===== src/rtl/dbgbrk_pkg.sv =====
package dbgbrk_pkg;
   localparam int IDX_A     = 0;
   localparam int IDX_B     = 1;
   localparam int IDX_X     = 2;
   localparam int IDX_Y     = 3;
   localparam int NUM_CARE  = 4;
endpackage


===== src/rtl/dbgbrk_field_eq.sv =====
module dbgbrk_field_eq #(
   parameter int W = 4
) (
   input  logic [W-1:0] lhs,
   input  logic [W-1:0] rhs,
   input  logic [W-1:0] sel,
   output logic         eq
);
   if (W < 1) begin : g_bad_w
      $error("dbgbrk_field_eq: W must be positive");
   end

   logic [W-1:0] diff;
   for (genvar i = 0; i < W; i++) begin : g_bit
      assign diff[i] = sel[i] & (lhs[i] ^ rhs[i]);
   end
   assign eq = ~|diff;
endmodule


===== src/rtl/dbgbrk_data_cmp.sv =====
module dbgbrk_data_cmp #(
   parameter int ADDR_W  = 16,
   parameter int DATA_W  = 4,
   parameter bit HI_INCL = 1'b1
) (
   input  logic [ADDR_W-1:0] addr,
   input  logic [DATA_W-1:0] data,
   input  logic              wr,
   input  logic [ADDR_W-1:0] lo,
   input  logic [ADDR_W-1:0] hi,
   input  logic [DATA_W-1:0] dval,
   input  logic [DATA_W-1:0] dmask,
   input  logic              dir_wr,
   input  logic              dir_care,
   output logic              hit
);
   logic in_rng, data_eq, dir_ok;

   if (HI_INCL) begin : g_incl
      assign in_rng = (addr >= lo) && (addr <= hi);
   end else begin : g_excl
      assign in_rng = (addr >= lo) && (addr < hi);
   end

   dbgbrk_field_eq #(.W(DATA_W)) u_deq (
      .lhs(data), .rhs(dval), .sel(dmask), .eq(data_eq)
   );

   assign dir_ok = ~dir_care | (wr == dir_wr);
   assign hit    = in_rng & data_eq & dir_ok;
endmodule


===== src/rtl/dbgbrk_reg_cmp.sv =====
module dbgbrk_reg_cmp
   import dbgbrk_pkg::*;
#(
   parameter int NIB_W  = 4,
   parameter int FLAG_W = 4,
   parameter int IDX_W  = 16
) (
   input  logic [NIB_W-1:0]    s_a,
   input  logic [NIB_W-1:0]    s_b,
   input  logic [FLAG_W-1:0]   s_f,
   input  logic [IDX_W-1:0]    s_x,
   input  logic [IDX_W-1:0]    s_y,
   input  logic [NIB_W-1:0]    c_a,
   input  logic [NIB_W-1:0]    c_b,
   input  logic [FLAG_W-1:0]   c_f,
   input  logic [IDX_W-1:0]    c_x,
   input  logic [IDX_W-1:0]    c_y,
   input  logic [NUM_CARE-1:0] care,
   input  logic [FLAG_W-1:0]   fmask,
   output logic                match
);
   logic eq_a, eq_b, eq_f, eq_x, eq_y;

   dbgbrk_field_eq #(.W(NIB_W)) u_a (
      .lhs(s_a), .rhs(c_a), .sel({NIB_W{care[IDX_A]}}), .eq(eq_a));
   dbgbrk_field_eq #(.W(NIB_W)) u_b (
      .lhs(s_b), .rhs(c_b), .sel({NIB_W{care[IDX_B]}}), .eq(eq_b));
   dbgbrk_field_eq #(.W(FLAG_W)) u_f (
      .lhs(s_f), .rhs(c_f), .sel(fmask), .eq(eq_f));
   dbgbrk_field_eq #(.W(IDX_W)) u_x (
      .lhs(s_x), .rhs(c_x), .sel({IDX_W{care[IDX_X]}}), .eq(eq_x));
   dbgbrk_field_eq #(.W(IDX_W)) u_y (
      .lhs(s_y), .rhs(c_y), .sel({IDX_W{care[IDX_Y]}}), .eq(eq_y));

   assign match = eq_a & eq_b & eq_f & eq_x & eq_y;
endmodule


===== src/rtl/dbgbrk_top.sv =====
module dbgbrk_top
   import dbgbrk_pkg::*;
#(
   parameter int ADDR_W = 16,
   parameter int DATA_W = 4,
   parameter int NIB_W  = 4,
   parameter int FLAG_W = 4,
   parameter int IDX_W  = 16
) (
   input  logic                clk,
   input  logic                rst_n,
   input  logic                emu_run,
   input  logic [ADDR_W-1:0]   bus_addr,
   input  logic [DATA_W-1:0]   bus_data,
   input  logic                bus_wr,
   input  logic                bus_stb,
   input  logic [ADDR_W-1:0]   cfg_lo,
   input  logic [ADDR_W-1:0]   cfg_hi,
   input  logic [DATA_W-1:0]   cfg_dval,
   input  logic [DATA_W-1:0]   cfg_dmask,
   input  logic                cfg_dir_wr,
   input  logic                cfg_dir_care,
   input  logic [NIB_W-1:0]    snap_a,
   input  logic [NIB_W-1:0]    snap_b,
   input  logic [FLAG_W-1:0]   snap_flags,
   input  logic [IDX_W-1:0]    snap_x,
   input  logic [IDX_W-1:0]    snap_y,
   input  logic                instr_done,
   input  logic                iack_n,
   input  logic [NIB_W-1:0]    rcfg_a,
   input  logic [NIB_W-1:0]    rcfg_b,
   input  logic [FLAG_W-1:0]   rcfg_flags,
   input  logic [IDX_W-1:0]    rcfg_x,
   input  logic [IDX_W-1:0]    rcfg_y,
   input  logic [NUM_CARE-1:0] rcfg_care,
   input  logic [FLAG_W-1:0]   rcfg_flag_mask,
   input  logic                brk_ack,
   output logic                brk_data,
   output logic                brk_reg,
   output logic                brk_pend,
   output logic                brk_req
);
   if (ADDR_W < 1 || DATA_W < 1) begin : g_bad_bus
      $error("dbgbrk_top: bus widths must be positive");
   end
   if (NIB_W < 1 || FLAG_W < 1 || IDX_W < 1) begin : g_bad_reg
      $error("dbgbrk_top: register widths must be positive");
   end

   logic d_hit, r_match;
   logic d_fire, r_eval, r_cap, r_rel;

   dbgbrk_data_cmp #(.ADDR_W(ADDR_W), .DATA_W(DATA_W), .HI_INCL(1'b1)) u_dcmp (
      .addr(bus_addr), .data(bus_data), .wr(bus_wr),
      .lo(cfg_lo), .hi(cfg_hi), .dval(cfg_dval), .dmask(cfg_dmask),
      .dir_wr(cfg_dir_wr), .dir_care(cfg_dir_care), .hit(d_hit)
   );

   dbgbrk_reg_cmp #(.NIB_W(NIB_W), .FLAG_W(FLAG_W), .IDX_W(IDX_W)) u_rcmp (
      .s_a(snap_a), .s_b(snap_b), .s_f(snap_flags), .s_x(snap_x), .s_y(snap_y),
      .c_a(rcfg_a), .c_b(rcfg_b), .c_f(rcfg_flags), .c_x(rcfg_x), .c_y(rcfg_y),
      .care(rcfg_care), .fmask(rcfg_flag_mask), .match(r_match)
   );

   assign d_fire = emu_run & bus_stb & d_hit;
   assign r_eval = emu_run & instr_done;
   assign r_cap  = r_eval & ~iack_n & r_match;
   assign r_rel  = r_eval & iack_n & brk_pend;

   always_ff @(posedge clk) begin
      if (!rst_n) begin
         brk_data <= 1'b0;
         brk_reg  <= 1'b0;
         brk_pend <= 1'b0;
      end else begin
         brk_data <= d_fire;
         brk_reg  <= r_eval & iack_n & (r_match | brk_pend);
         if (brk_ack || r_rel)
            brk_pend <= 1'b0;
         else if (r_cap)
            brk_pend <= 1'b1;
      end
   end

   assign brk_req = brk_data | brk_reg;
endmodule


===== config.mk =====
export PLATFORM = sky130hd
export DESIGN_NAME = dbgbrk_top
export DESIGN_NICKNAME = d
export VERILOG_FILES = /design/src/rtl/dbgbrk_pkg.sv /design/src/rtl/dbgbrk_field_eq.sv /design/src/rtl/dbgbrk_data_cmp.sv /design/src/rtl/dbgbrk_reg_cmp.sv /design/src/rtl/dbgbrk_top.sv
export SDC_FILE = /design/constraint.sdc
export NUM_CORES = 1
export LEC_CHECK = 0
export ABC_CLOCK_PERIOD_IN_PS = 1600
export BUFFER_PORTS_ARGS = -buffer_cell sky130_fd_sc_hd__buf_2
export CORE_MARGIN = 8
export CORE_UTILIZATION = 30
export DETAILED_ROUTE_END_ITERATION = 7
export GPL_ROUTABILITY_DRIVEN = 0
export PLACE_DENSITY = 0.73
export SYNTH_ARGS = -nofsm -noshare
export SYNTH_HDL_FRONTEND = slang
export SYNTH_SLANG_ARGS = --single-unit

===== constraint.sdc =====
create_clock -name clk -period 1.6 [get_ports clk]
set_input_delay 0.08 -clock clk [delete_from_list [all_inputs] [get_ports clk]]
set_output_delay 0.08 -clock clk [all_outputs]
set_load 0.01 [all_outputs]

==> flow_metrics.env <==
export IMPL_status="completed"
export IMPL_slowest_stage="ha_1"
export IMPL_timing_hold_ws_ns=0.0383
export IMPL_drt_iter0_drc=22
export IMPL_cap_violations=0
export IMPL_synth_seq_cells=3
export IMPL_power_total_mw=0.804
export IMPL_io_pins=170
export IMPL_slew_headroom=0.798
export IMPL_period_minus_slack_ns=1.46
export IMPL_hold_path_class="primary input to flop"
export IMPL_cp_cell_sequence="buf_2, ha_1, a211o_1, a31oi_1, nor3_1, o311ai_1, a31o_2, a311oi_1"
export IMPL_required_ns=1.68
export IMPL_max_slew_worst_pin_slew_ns=0.299
export IMPL_grt_total_usage=0.152
export IMPL_critical_path_class="primary input to flop"
export IMPL_start_util=0.311
export IMPL_design_area_um2=2470
export IMPL_grt_max_degree=5
export IMPL_insertion_delay_ns=0.21
export IMPL_syn_area_per_cell_um2=7.74
export IMPL_syn_cell_area_um2=1470
export IMPL_antenna_found_initial=0
export IMPL_place_ws_ns=-0.191
export IMPL_cts_max_path_buffers=2
export IMPL_cp_top_family="compound AO/OA/AOI/OAI gates"
export IMPL_ys_seq_area_frac=0.0409
export IMPL_drv_slew=0
export IMPL_rsz0062_at_grt="false"
export IMPL_timing_setup_tns_ns=0
export IMPL_core_area_um2=4720
export IMPL_clock_skew_final_ns=0.000127
export IMPL_yosys_warnings=0
export IMPL_grt_pass1_vias=2004
export IMPL_setup_viol=0
export IMPL_grt_first_pass_wirelength_um=9230
export IMPL_cts_reportedPaths_clkPinSlew_ns=0.03
export IMPL_row_count=25
export IMPL_cp_arrival_ns=1.54
export IMPL_wl_um=6020
export IMPL_setup_ws_ns=0.135
export IMPL_clock_fmax_mhz=683
export IMPL_worstSetupStartpointType="primary input"
export IMPL_p_per_area_nw_per_um2=326
export IMPL_first_pass_iters=4
export IMPL_yosys_top_cells_area="xor2_1, ha_1, inv_1"
export IMPL_synthDistinctLibCells=30
export IMPL_vias=1929
export IMPL_leakagePower_nw=1.49
export IMPL_cts_setup_buffers=0
export IMPL_cts_tree="built"
export IMPL_nets=565
export IMPL_die_w_um=86.0
export IMPL_grt_overflow=0
export IMPL_numCtsBuffers=3
export IMPL_syn_inst=190
export IMPL_io_buffers=169
export IMPL_viasPerCell=4.45
export IMPL_place_hpwl_um=5750
export IMPL_synth_top_cell_by_area="xor2_1"
export IMPL_post_route_period_util=0.915
export IMPL_area_growth_syn_to_layout_pct=67.8
export IMPL_peakVddDrop_mv=0.197
export IMPL_die_y_um=86.0
export IMPL_cts_htree_levels=1
export IMPL_crit_path_end_kind="flop"
export IMPL_crit_buf_inv=1
export IMPL_cpPeakStageDelay_ns=0.30
export IMPL_finalHoldViolations=0
export IMPL_cts_sinks=3
export IMPL_worstPathMaxFanout=2
export IMPL_drtAntennaViolNets=0
export IMPL_synth_nets=388
export IMPL_routedWlPerCell_um=13.9
export IMPL_die_area_um2=7400
export IMPL_drc=0
export IMPL_place_area_um2=2420
export IMPL_diodes=0
export IMPL_synth_top_area_frac=0.292
export IMPL_cts_root_buf="clkbuf_8"
export IMPL_drive_gt1_frac=0.492
-- stage by stage --
| stage | cells | utilization |
|---|---|---|
| detailed placement | 429 | 0.513 |
| CTS | 433 | 0.522 |
| global route | 433 | 0.522 |
| global placement | 429 | 0.513 |
| finish | 433 | 0.522 |
| floorplan | 190 | - |
-- routing by layer --
layer	global-route usage	vias to the layer above	share of wire
met4	0	0	0
met2	0.302	91	0.54
met1	0.158	818	0.38
li1	-	1020	-
met5	0	-	0
met3	0.0478	0	0.086
-- logic make-up (layout without fill, tap and decap cells) --
kind of cell,count (synthesis),in the layout,synth area share
AO/OA/AOI/OAI,33,33,0.155
adder cells (fa/ha/maj),32,32,0.272
AND/OR/NAND/NOR,42,42,0.161
flip-flops,3,3,0.0409
buffers and inverters,31,207,0.0791
XOR/XNOR,49,49,0.292
-- final cells by class --
class / instances / area (um2)
Inverter: 31 / 116
Sequential cell: 3 / 60.1
Multi-Input combinational cell: 156 / 1290
Tap cell: 67 / 83.8
Timing Repair Buffer: 172 / 868
Clock buffer: 4 / 45.0
Fill cell: 487 / 2260
-- synth_stat cells --
cell      instances
o21ai_0           6
nor3_1            3
nor4_1            8
or2_2             1
o21a_1            1
nand2_1           3
or3_1             1
a21oi_1           7
a211o_1           1
a31oi_1           1
nor2_1            8
a211oi_1          3
dfxtp_1           3
ha_1             32
xor2_1           49
a22oi_1           4
nand3b_1          1
nand2b_1          2
nand3_1           4
a31o_2            1
nor4b_2           1
nand4_1           8
a21o_1            3
o211ai_2          1
a21oi_2           1
o311ai_0          1
o41ai_1           2
a311oi_1          1
inv_1            31
nor2b_1           2
-- power breakdown --
part           internal, mW  leakage (nW)  switching [mW]
combinational         0.288          1.44           0.219
sequential           0.0757        0.0242        0.000216
clock                 0.170        0.0228          0.0505
-- worst paths after layout --
| check | slack (ns) | start | depth (start not counted) | to |
|---|---|---|---|---|
| worst min register to register | 0.61 | brk_pend | 2 | brk_pend |
| worst max register to register | 0.67 | brk_pend | 3 | brk_pend |
| worst min-delay path | 0.04 | brk_ack | 2 | brk_pend |
| worst max-delay path | 0.14 | bus_addr[2] | 8 | brk_data |
-- layout by cell type (no fill, tap or decap), drive strengths merged, types with 6 or more instances in the layout --
cell / instances
buf: 172
xor2: 49
ha: 32
inv: 31
nand4: 8
nor2: 8
nor4: 8
a21oi: 8
o21ai: 6
-- what timing repair did --
item,CTS,global route
hold buffers,0,0
endpoints found under the setup margin,0,1
gates resized for setup,0,1
Power figures use the tool's default switching activity.
